File: config.mk
export PLATFORM = sky130hd
export DESIGN_NAME = lane_invert_codec
export DESIGN_NICKNAME = d
export VERILOG_FILES = /design/src/rtl/lane_invert_codec.sv
export SDC_FILE = /design/constraint.sdc
export NUM_CORES = 1
export LEC_CHECK = 0
export BUFFER_PORTS_ARGS = -buffer_cell sky130_fd_sc_hd__buf_2
export CORE_AREA = 2 2 166 168
export DETAILED_ROUTE_END_ITERATION = 6
export DIE_AREA = 0 0 168 170
export PLACE_DENSITY = 0.76
export REMOVE_ABC_BUFFERS = 1
export SLEW_MARGIN = 20
export SYNTH_ARGS = -nofsm -noshare
export SYNTH_HDL_FRONTEND = slang
export SYNTH_SLANG_ARGS = --single-unit
export TNS_END_PERCENT = 20
File: constraint.sdc
create_clock -name clk -period 1.81 [get_ports clk]
set_input_delay 0.0905 -clock clk [delete_from_list [all_inputs] [get_ports clk]]
set_output_delay 0.0905 -clock clk [all_outputs]
set_load 0.02 [all_outputs]
File: src/rtl/lane_invert_codec.sv
module lane_invert_codec #(
  parameter int LANES  = 8,
  parameter int LANE_W = 8
) (
  input  logic                           clk,
  input  logic                           rst_n,
  input  logic                           req_valid,
  output logic                           req_ready,
  input  logic [LANES*LANE_W-1:0]        req_data,
  input  logic [LANES*(LANE_W+1)-1:0]    req_old,
  output logic                           rsp_valid,
  input  logic                           rsp_ready,
  output logic [LANES*(LANE_W+1)-1:0]    rsp_vec,
  output logic [LANES*(LANE_W+1)-1:0]    rsp_mask,
  input  logic [LANES*(LANE_W+1)-1:0]    rd_vec,
  output logic [LANES*LANE_W-1:0]        rd_data
);
  localparam int SLOT = LANE_W + 1;
  localparam int SW   = LANES * SLOT;
  localparam int CW   = $clog2(SLOT + 1);

  logic [SW-1:0] nxt;
  logic          accept;

  assign req_ready = !rsp_valid || rsp_ready;
  assign accept    = req_valid && req_ready;

  for (genvar g = 0; g < LANES; g++) begin : g_lane
    logic [LANE_W-1:0] d, od, diff;
    logic              of, inv;
    logic [CW-1:0]     h, cost_t, cost_c;

    assign d    = req_data[g*LANE_W +: LANE_W];
    assign od   = req_old[g*SLOT +: LANE_W];
    assign of   = req_old[g*SLOT + LANE_W];
    assign diff = d ^ od;

    always_comb begin
      h = '0;
      for (int b = 0; b < LANE_W; b++) h = h + CW'(diff[b]);
    end

    assign cost_t = h + CW'(of);
    assign cost_c = CW'(LANE_W) - h + CW'(!of);
    assign inv    = (cost_c < cost_t) || ((cost_c == cost_t) && of);

    assign nxt[g*SLOT +: SLOT] = {inv, inv ? ~d : d};

    assign rd_data[g*LANE_W +: LANE_W] =
      rd_vec[g*SLOT +: LANE_W] ^ {LANE_W{rd_vec[g*SLOT + LANE_W]}};
  end

  always_ff @(posedge clk or negedge rst_n) begin
    if (!rst_n) begin
      rsp_valid <= 1'b0;
      rsp_vec   <= '0;
      rsp_mask  <= '0;
    end else if (accept) begin
      rsp_valid <= 1'b1;
      rsp_vec   <= nxt;
      rsp_mask  <= nxt ^ req_old;
    end else if (rsp_ready) begin
      rsp_valid <= 1'b0;
    end
  end
endmodule

==> results of run 1 <==
sequential cells by signal, indices dropped and copies added, names as in the netlist:
name       flops
rsp_valid      1
rsp_mask      72
rsp_vec       72
cell type report:
type                            instances  area, um2
Sequential cell                       145       3630
Clock inverter                         13        173
Fill cell                            1864       7990
Clock buffer                           19        443
Multi-Input combinational cell        977       8510
Timing Repair Buffer                  677       5120
Antenna cell                            4       10.0
Inverter                               88        345
Tap cell                              341        427
critical path, delay by kind of cell:
kind / cells / cell delay [ps]
compound gates: 1 / 110
buf+inv: 7 / 760
simple gates: 4 / 560
xor+xnor: 3 / 600
fa+ha+maj: 6 / 2360
cell usage after synthesis, types with 40 or more instances:
cell	instances
dfrtp_1	145
nand2_1	136
inv_1	88
xor2_1	88
nor2_1	86
ha_1	80
xnor2_1	80
nor3_1	72
o31ai_1	64
o21a_1	63
or3_1	61
buf_2	48
o21ai_0	48
a31oi_1	44
nand3_1	40
kinds of logic (layout without fill, tap and decap cells):
family	after synthesis	after routing	synth area share (%)
compound gates	292	294	17.6
xor+xnor	168	168	13.0
fa+ha+maj	112	112	14.5
buf+inv	177	797	6.63
flops	145	145	32.0
other cells	0	4	0
simple gates	402	403	16.2
metal layers:
metal / up-vias / wire length [um] / global-route usage (%)
met5: - / 21 / 0
met4: 4 / 1870 / 13.2
met3: 140 / 2470 / 5.16
met2: 599 / 21200 / 47.9
met1: 6047 / 15200 / 30.2
li1: 5696 / - / -
through the flow:
step,setup TNS (ps),cells,hold slack [ps]
after floorplan,-426660,1207,-205
after global placement,-375010,2149,86.9
after detailed placement,-392040,2149,80.7
after CTS,-313280,2244,12.7
after global routing,-337850,2264,21.4
final,-318930,2264,32.3
what timing repair did:
item,in CTS,in global routing
pin swaps,212,96
buffers inserted,29,16
gates cloned,28,4
hold buffers,6,0
setup endpoints to repair,144,144
hold endpoints to repair,47,0
gates resized for setup,263,156
worst min-delay path by stage:
stage / slack [ps] / to / cells past startpoint
global route: 20 / rsp_mask[17] / 3
finish: 30 / rsp_mask[17] / 3
floorplan: -210 / rsp_mask[0] / 0
global placement: 90 / rsp_vec[50] / 1
CTS: 10 / rsp_mask[17] / 3
detailed placement: 80 / rsp_vec[51] / 1
==> results.md, run 1 <==
- Outcome: complete, but fails checks
- Failing checks: negative setup slack
- Count of clock tree sinks: 145
- Slew @ Worst Pin: approximately 510 ps
- Top-area cell type share of the netlist area: between 30% and 40%
- Hold Crit Class: primary input to register
- TritonCTS Buffers: 17
- PortBufs: 421
- H-tree depth: 4
- Setup CP Type: primary input to register
- Critical path required time: 2100 ps
- Post-synth EDFFs: 0
- Initial antenna violation count: 6
- Setup-failing EPs final: 144
- Commonest non-fill, non-tap cell in the layout: buf_2
- Largest area contributor in the netlist: dfrtp_1
- Post-DR vias/cell: 5.52
- Post-DP HPWL: roughly 25000 um
- Iteration-0 DRC Markers: 959
- Layout area overhead: 64.7%
- Slew Limit Headroom: 66.0%
- Clock Skew: 19.1 ps
- Worst reg2reg startpoint: rsp_valid
- Max FO, Critical Path: 16
- Overall routing resource usage: approximately a quarter
- RePlAce Congestion: 0.844
- Synthesized area: 11300 um2
- GRT Residual Overflow: 0
- Synth Register Bits: 145
- Synth async-reset ratio: 100%
- Full die area: 28600 um2
- Crit path launch type: primary input
- Most frequent cells in the layout: buf_2, buf_4, dfrtp_1
- Post-route cell area: 18700 um2
- Crit path max-delay cell type: fa_1
- RR Endpoint: rsp_mask[23]
- Final wirelength: roughly 41000 um
- Placement Setup Slack: -2850 ps
- Min-delay src: req_old[17]
- Unrepaired setup endpoints after global routing: true
- Initial core utilization: 42.5%
- Chip Width: approximately 170 um
- Final Hold Fails: 0
- Crit path capture: rsp_vec[47]
- Post-layout min period: about 4200 ps
- Crit path arrival time: 4510 ps
- Die height: 170 um
- Root buf cell: clkbuf_16
- Net count, final: 2230
- Routed vias: 12500
- Slowest stage delay, CP: 540 ps
- Row count: 60
- Final Util: 70.0%
- Layout cell share with drive strength beyond 1: 48.0%
- CP startpoint: req_old[48]
- Syn Area/Cell: 8.74 um2
- F_max: 237 MHz
- Post-synth cell types: 36
- Drt drc: 0
- Top FF cell, synth: dfrtp_1
- Synth Warn #: 0
- CTS tree: done
- FF-to-FF path depth: 6
- I/O Pins: roughly 420
- Worst skew pair latency: between 400 and 500 ps
- Antenna-violating nets left: 0
- Final worst slack: -2410 ps
- Clk slew on worst S/H paths: 60 ps
- Final period util: 233%
- Crit path capture type: register
- Register area share after synthesis: 32.0%
- Core area: 26700 um2
- TritonRoute pass-1 iters: 5
- CP cell instances: buf_8 > xnor2_4 > fa_1 > inv_1 > fa_1 > inv_1 > fa_1 > inv_1 > ha_2 > inv_2 > fa_2 > xnor2_4 > nand3_1 > xnor2_1 > ha_1 > buf_4 > nand2_2 > nor2_4 > bufbuf_16 > nor3_1 > o31ai_2
- Synth top area cells: dfrtp_1, ha_1, xor2_1
- Global-route wire length before repair: about 62000 um
- Slew Viols, Final: 0
- Area after DPL: 15100 um2
- Mapped Cells: 1296
- Max cap viols: 0
- Number of global-route vias before repair: 12700
- Max clock buf depth: 2
- Slack of the worst reg-to-reg path: 180 ps
- Pin count of the biggest net entering global routing: 49
- DR WL/cell: 18.0 um
Power of run 1 is not shown: default switching activity piles up to over one toggle a cycle in this logic, so the estimate is an artifact.
==> run 2, diff against run 1 <==
SETUP_SLACK_MARGIN = 0.5   (was not set)
SLEW_MARGIN = 5   (was 20)
==> run 2 against run 1 <==
Compared with the run above:
- the run still ends with negative setup slack left
- sequential share of layout area is essentially flat
- hold slack worse by 0.71 ps
- clock-buffer cell count unchanged
- cell area about the same
- final cell count about the same
- first-iteration DRC count down 12%
- global-route usage about the same
- setup slack got worse by 20 ps
- register-to-register slack better by 30 ps
- utilization is essentially flat
- clock skew decreased by 0.60 ps
==> results.md, run 2 (synthesis gave the netlist of run 1 again) <==
- Overall routing resource usage: 26.6% (-0.032 points)
- Iteration-0 DRC Markers: 848 (-12%)
- RePlAce Congestion: 0.844 (unchanged)
- I/O Pins: 422 (unchanged)
- Crit path arrival time: 4530 ps (+20 ps)
- WHS: 31.6 ps (-0.707 ps)
- TritonCTS Buffers: 17 (unchanged)
- Core area: 26700 um2 (unchanged)
- Antenna-violating nets left: 0 (unchanged)
- Commonest non-fill, non-tap cell in the layout: buf_2
- Die height: 170 um (unchanged)
- Layout area overhead: 64.7% (about the same)
- Layout cell share with drive strength beyond 1: 48.0% (-0.050 points)
- Crit path capture type: register
- Global-route wire length before repair: 61900 um (about the same)
- PortBufs: 421 (unchanged)
- Chip Width: 168 um (unchanged)
- Clk slew on worst S/H paths: 70 ps (about the same)
- Net count, final: 2232 (+0.090%)
- Row count: 60 (unchanged)
- GRT Residual Overflow: 0 (unchanged)
- Post-layout min period: 4240 ps (+19.9 ps)
- Routed vias: 12500 (-0.26%)
- Max cap viols: 0 (unchanged)
- H-tree depth: 4 (unchanged)
- Final Non-Filler Cells: 2266 (+0.088%)
- Final Hold Fails: 0 (unchanged)
- Outcome: complete, but fails checks
- DR WL/cell: 17.9 um (-0.98%)
- Crit-path leading delay family: adder cells
- Pin count of the biggest net entering global routing: 49 (unchanged)
- Slew Viols, Final: 0 (unchanged)
- Post-DP HPWL: 25400 um (unchanged)
- Clock Skew: 18.5 ps (-0.600 ps)
- Setup CP Type: primary input to register
- Initial antenna violation count: 6 (unchanged)
- TritonRoute pass-1 iters: 5 (unchanged)
- Full die area: 28600 um2 (unchanged)
- Max clock buf depth: 2 (unchanged)
- F_max: 236 MHz (-0.47%)
- Root buf cell: clkbuf_16
- Worst skew pair latency: 430 ps (about the same)
- CP cell instances: buf_8 > xnor2_4 > fa_1 > inv_2 > fa_1 > inv_1 > fa_1 > inv_1 > ha_2 > inv_2 > fa_2 > inv_4 > ha_4 > xnor2_2 > ha_1 > nand2_1 > o21a_4 > buf_6 > buf_16 > o21ai_0 > a31oi_1
- Slew Limit Headroom: 65.4% (-0.65 points)
- Initial core utilization: 42.5% (unchanged)
- Post-DR vias/cell: 5.50 (-0.35%)
- Placed cells: 2149 (unchanged)
- CTS tree: done
- Failing checks: negative setup slack
- Hold Crit Class: primary input to register
- Cell mode on critical path: fa_1
- Crit path launch type: primary input
- Final wirelength: 40500 um (-0.89%)
- Critical path required time: 2100 ps (about the same)
- Number of global-route vias before repair: 12700 (-0.071%)
- Slowest stage delay, CP: 590 ps (+50 ps)
- Slew @ Worst Pin: 515 ps (+5.98 ps)
- Setup-failing EPs final: 144 (unchanged)
- Placement Setup Slack: -2850 ps (unchanged)
- Final worst slack: -2430 ps (-19.9 ps)
- Drt drc: 0 (unchanged)
- Most frequent cells in the layout: buf_2, buf_4, dfrtp_1
- Unrepaired setup endpoints after global routing: true
- Max FO, Critical Path: 5 (-11)
- Crit path buf inv count: 8 (+1)
- Final period util: 234% (+1.1 points)
- Largest regs: rsp_mask (72), rsp_vec (72), rsp_valid (1)
- Crit path max-delay cell type: fa_2
- Count of clock tree sinks: 145 (unchanged)
run 2: final cells by class:
| type | count | area (um2) |
|---|---|---|
| flip-flops and latches | 145 | 3630 |
| repair buffers | 679 | 5160 |
| fillers | 1855 | 8000 |
| clock buffers | 19 | 443 |
| clock inverters | 13 | 173 |
| inverters | 88 | 345 |
| multi-input cells | 977 | 8460 |
| well taps | 341 | 427 |
| diodes | 4 | 10.0 |
run 2: worst reg2reg max path, cell delays in order (launching register included):
cell	delay, ps
dfrtp_1	410
nand2b_4	120
and2_4	250
buf_12	200
nand2_1	100
or3_4	380
nand3_2	60
run 2: final timing paths:
path                             start      endpoint  slack, ps  cells past startpoint
max reg2reg                  rsp_valid  rsp_mask[68]        210                      6
min in group asynchronous        rst_n   rsp_vec[50]        190                      2
min reg2reg                rsp_vec[37]   rsp_vec[37]        480                      2
max                        req_old[66]  rsp_mask[67]      -2430                     21
max in group asynchronous        rst_n   rsp_vec[30]        980                      3
min                        req_old[17]  rsp_mask[17]         30                      3
run 2: layer usage:
layer | part of all wire [%] | wire length (um) | global-route usage (%) | up-vias
li1 | - | - | - | 5689
met1 | 37 | 15000 | 30.3 | 6048
met2 | 52 | 21200 | 47.7 | 589
met3 | 6.2 | 2520 | 5.16 | 123
met4 | 4.3 | 1730 | 13.2 | 4
met5 | 0.057 | 23 | 0 | -
run 2: what timing repair did:
| item | CTS | global route |
|---|---|---|
| pin swaps | 212 | 76 |
| hold buffers | 6 | 0 |
| resized for setup | 263 | 145 |
| buffers inserted | 29 | 16 |
| endpoints found under the hold margin | 47 | 0 |
| endpoints found under the setup margin | 144 | 144 |
| gates cloned | 28 | 2 |
run 2: metrics by stage:
step                      setup TNS (ps)  area, um2  util, %
final                            -318570      18700     70.0
after global routing             -336790      18700     70.0
after CTS                        -313280      17800     66.8
after detailed placement         -392040      15100     56.6
after global placement           -375010      15100     56.6
after floorplan                  -426660      10900        -
Power of run 2 is left out for the same reason.
==> run 3, diff against run 2 <==
CORE_AREA = not set   (was 2 2 166 168)
CORE_ASPECT_RATIO = 1.1   (was not set)
CORE_UTILIZATION = 40   (was not set)
DIE_AREA = not set   (was 0 0 168 170)
PLACE_DENSITY = 0.73   (was 0.76)
==> run 3 against run 2 <==
Compared with the run above:
- the flow still finishes with violations (negative setup slack)
- largest cell class unchanged
- maximum frequency fell by 0.64%
- via count fell by 5.2%
- hold slack got worse by 17 ps
- setup slack got worse by 27 ps
- non-clock buffer count fell by 30
- wire length fell by 9.9%
- final cell count fell by 0.44%
- global-route usage fell by 2.8 points
- sequential share of layout area rose by 1.0 points
- critical endpoint is now rsp_vec[10]
- clock-buffer cell count rose by 4
- die area rose by 1.5%
==> results.md, run 3 (synthesis gave the netlist of run 1 again) <==
- Outcome: complete, but fails checks
- Failing checks: negative setup slack
- Post-DR vias/cell: 5.23 (-4.8%)
- Post-DP HPWL: 24300 um (-4.4%)
- Commonest non-fill, non-tap cell in the layout: buf_2
- Number of global-route vias before repair: 11400 (-10%)
- Count of clock tree sinks: 145 (unchanged)
- Final period util: 236% (+1.5 points)
- F_max: 235 MHz (-0.64%)
- Crit path capture type: register
- Final Util: 63.8% (-6.2 points)
- Register area: 3630 um2 (unchanged)
- Unrepaired setup endpoints after global routing: true
- Setup TNS: -316870 ps (+1700 ps)
- Die height: 178 um (+5.0%)
- Core area: 27800 um2 (+4.3%)
- Setup-failing EPs final: 144 (unchanged)
- Slowest stage delay, CP: 550 ps (-40 ps)
- CP startpoint: req_data[8]
- Overall routing resource usage: 23.8% (-2.8 points)
- FF-to-FF path depth: 5 (-1)
- Most frequent cells in the layout: buf_2, buf_4, dfrtp_1
- Placement Setup Slack: -2900 ps (-50.3 ps)
- Routed vias: 11800 (-5.2%)
- Final wirelength: 36500 um (-9.9%)
- Largest regs: rsp_mask (72), rsp_vec (72), rsp_valid (1)
- Critical path required time: 2140 ps (+40 ps)
- Slew Limit Headroom: 68.8% (+3.4 points)
- PortBufs: 421 (unchanged)
- Iteration-0 DRC Markers: 662 (-22%)
- Chip Width: 162 um (-3.3%)
- Max cap viols: 0 (unchanged)
- H-tree depth: 4 (unchanged)
- Post-layout min period: 4260 ps (+27.4 ps)
- Crit path capture: rsp_vec[10]
- Fill cells: 2164 (+17%)
- DR WL/cell: 16.2 um (-9.5%)
- Slack of the worst reg-to-reg path: 220 ps (about the same)
- Initial antenna violation count: 6 (unchanged)
- Global-route wire length before repair: 55100 um (-11%)
- Pin count of the biggest net entering global routing: 53 (+8.2%)
- Final Hold Fails: 0 (unchanged)
- Area of the multi-input gates: 8020 um2 (-5.2%)
- Worst reg2reg startpoint: rsp_valid
- Crit path buf inv count: 8 (unchanged)
- Initial core utilization: 40.8% (-1.7 points)
- Net count, final: 2200 (-1.4%)
- Max clock buf depth: 2 (unchanged)
- Drt drc: 0 (unchanged)
- Clock Skew: 8.38 ps (-10.1 ps)
- TritonCTS Buffers: 17 (unchanged)
- Hold Crit Class: primary input to register
- Row count: 64 (+6.7%)
- I/O Pins: 422 (unchanged)
- WHS: 14.3 ps (-17.2 ps)
- CTS tree: done
- Layout area overhead: 56.5%
- Max FO, Critical Path: 7 (+2)
- Crit path arrival time: 4590 ps (+60 ps)
- CP cell instances: buf_8 > xnor2_4 > fa_1 > inv_2 > fa_1 > inv_1 > fa_1 > inv_1 > ha_2 > inv_2 > fa_2 > inv_2 > nor3_4 > xnor2_1 > ha_1 > nand2_1 > o21a_4 > buf_6 > buf_16 > o21a_1 > o31ai_2
- Final worst slack: -2450 ps (-27.4 ps)
- RR Endpoint: rsp_vec[3]
- Setup CP Type: primary input to register
- Full die area: 29000 um2 (+1.5%)
- RePlAce Congestion: 0.809 (-4.2%)
- Crit path launch type: primary input
- Layout cell share with drive strength beyond 1: 44.8% (-3.2 points)
- Crit path max-delay cell type: fa_1
- GRT Residual Overflow: 0 (unchanged)
- Clk slew on worst S/H paths: 70 ps (about the same)
- Worst skew pair latency: 430 ps (about the same)
- Crit-path leading delay family: adder cells
- Root buf cell: clkbuf_16
- Antenna-violating nets left: 0 (unchanged)
- Crit path depth: 21 (unchanged)
- Slew Viols, Final: 0 (unchanged)
- TritonRoute pass-1 iters: 5 (unchanged)
- Slew @ Worst Pin: 465 ps (-50.3 ps)
[run 3: cell count changes in the layout (fill, tap and decap cells not counted), moves of 7 or more]
cell,delta
o21ai_1,-12
nor3_2,-11
ha_1,+8
buf_4,-8
xnor2_4,-7
nor3_1,+11
buf_6,-18
ha_4,-10
o21ai_0,+11
[run 3: timing repair]
action	CTS	global route
hold buffers	5	0
pin swaps	111	103
resized for setup	177	120
endpoints found under the hold margin	55	0
setup endpoints to repair	144	144
setup buffers	23	4
cloned	13	6
[run 3: worst reg2reg max path: stages (launching register included)]
cell and delay, ps:
dfrtp_1 410, nand2b_4 130, nand2_8 160, buf_12 240, buf_4 210, o31ai_1 320
[run 3: how the worst min path moves through the flow]
stage / start / end / slack [ps] / depth (start not counted)
after floorplan: rst_n / rsp_mask[0] / -210 / 0
after global placement: rst_n / rsp_vec[18] / 60 / 1
after detailed placement: rst_n / rsp_vec[18] / 50 / 1
after CTS: req_old[28] / rsp_mask[28] / 4 / 4
after global routing: req_old[19] / rsp_mask[19] / 10 / 4
final: req_old[19] / rsp_mask[19] / 10 / 4
[run 3: area by class of cell]
cell class | instances | share of cell area, %
multi-input cells | 975 | 45.3
inverters | 88 | 1.93
diodes | 5 | 0.0706
flip-flops and latches | 145 | 20.5
clock inverters | 8 | 0.586
well taps | 363 | 2.56
clock buffers | 23 | 2.75
repair buffers | 649 | 26.4
[run 3: stage by stage]
step           cell area, um2  instances
4_1_cts                 17100       2241
3_5_place_dp            15100       2169
2_1_floorplan           10900       1207
3_3_place_gp            15100       2169
5_1_grt                 17700       2256
6_report                17700       2256
[run 3: metal layers]
| layer | wire, um | vias to the layer above | global-route usage (%) |
|---|---|---|---|
| met5 | 17 | - | 0 |
| met4 | 1240 | 2 | 10.2 |
| met3 | 1680 | 93 | 4.16 |
| met2 | 19400 | 400 | 43.0 |
| met1 | 14100 | 5680 | 27.4 |
| li1 | - | 5629 | - |
Power of run 3 is left out for the same reason.
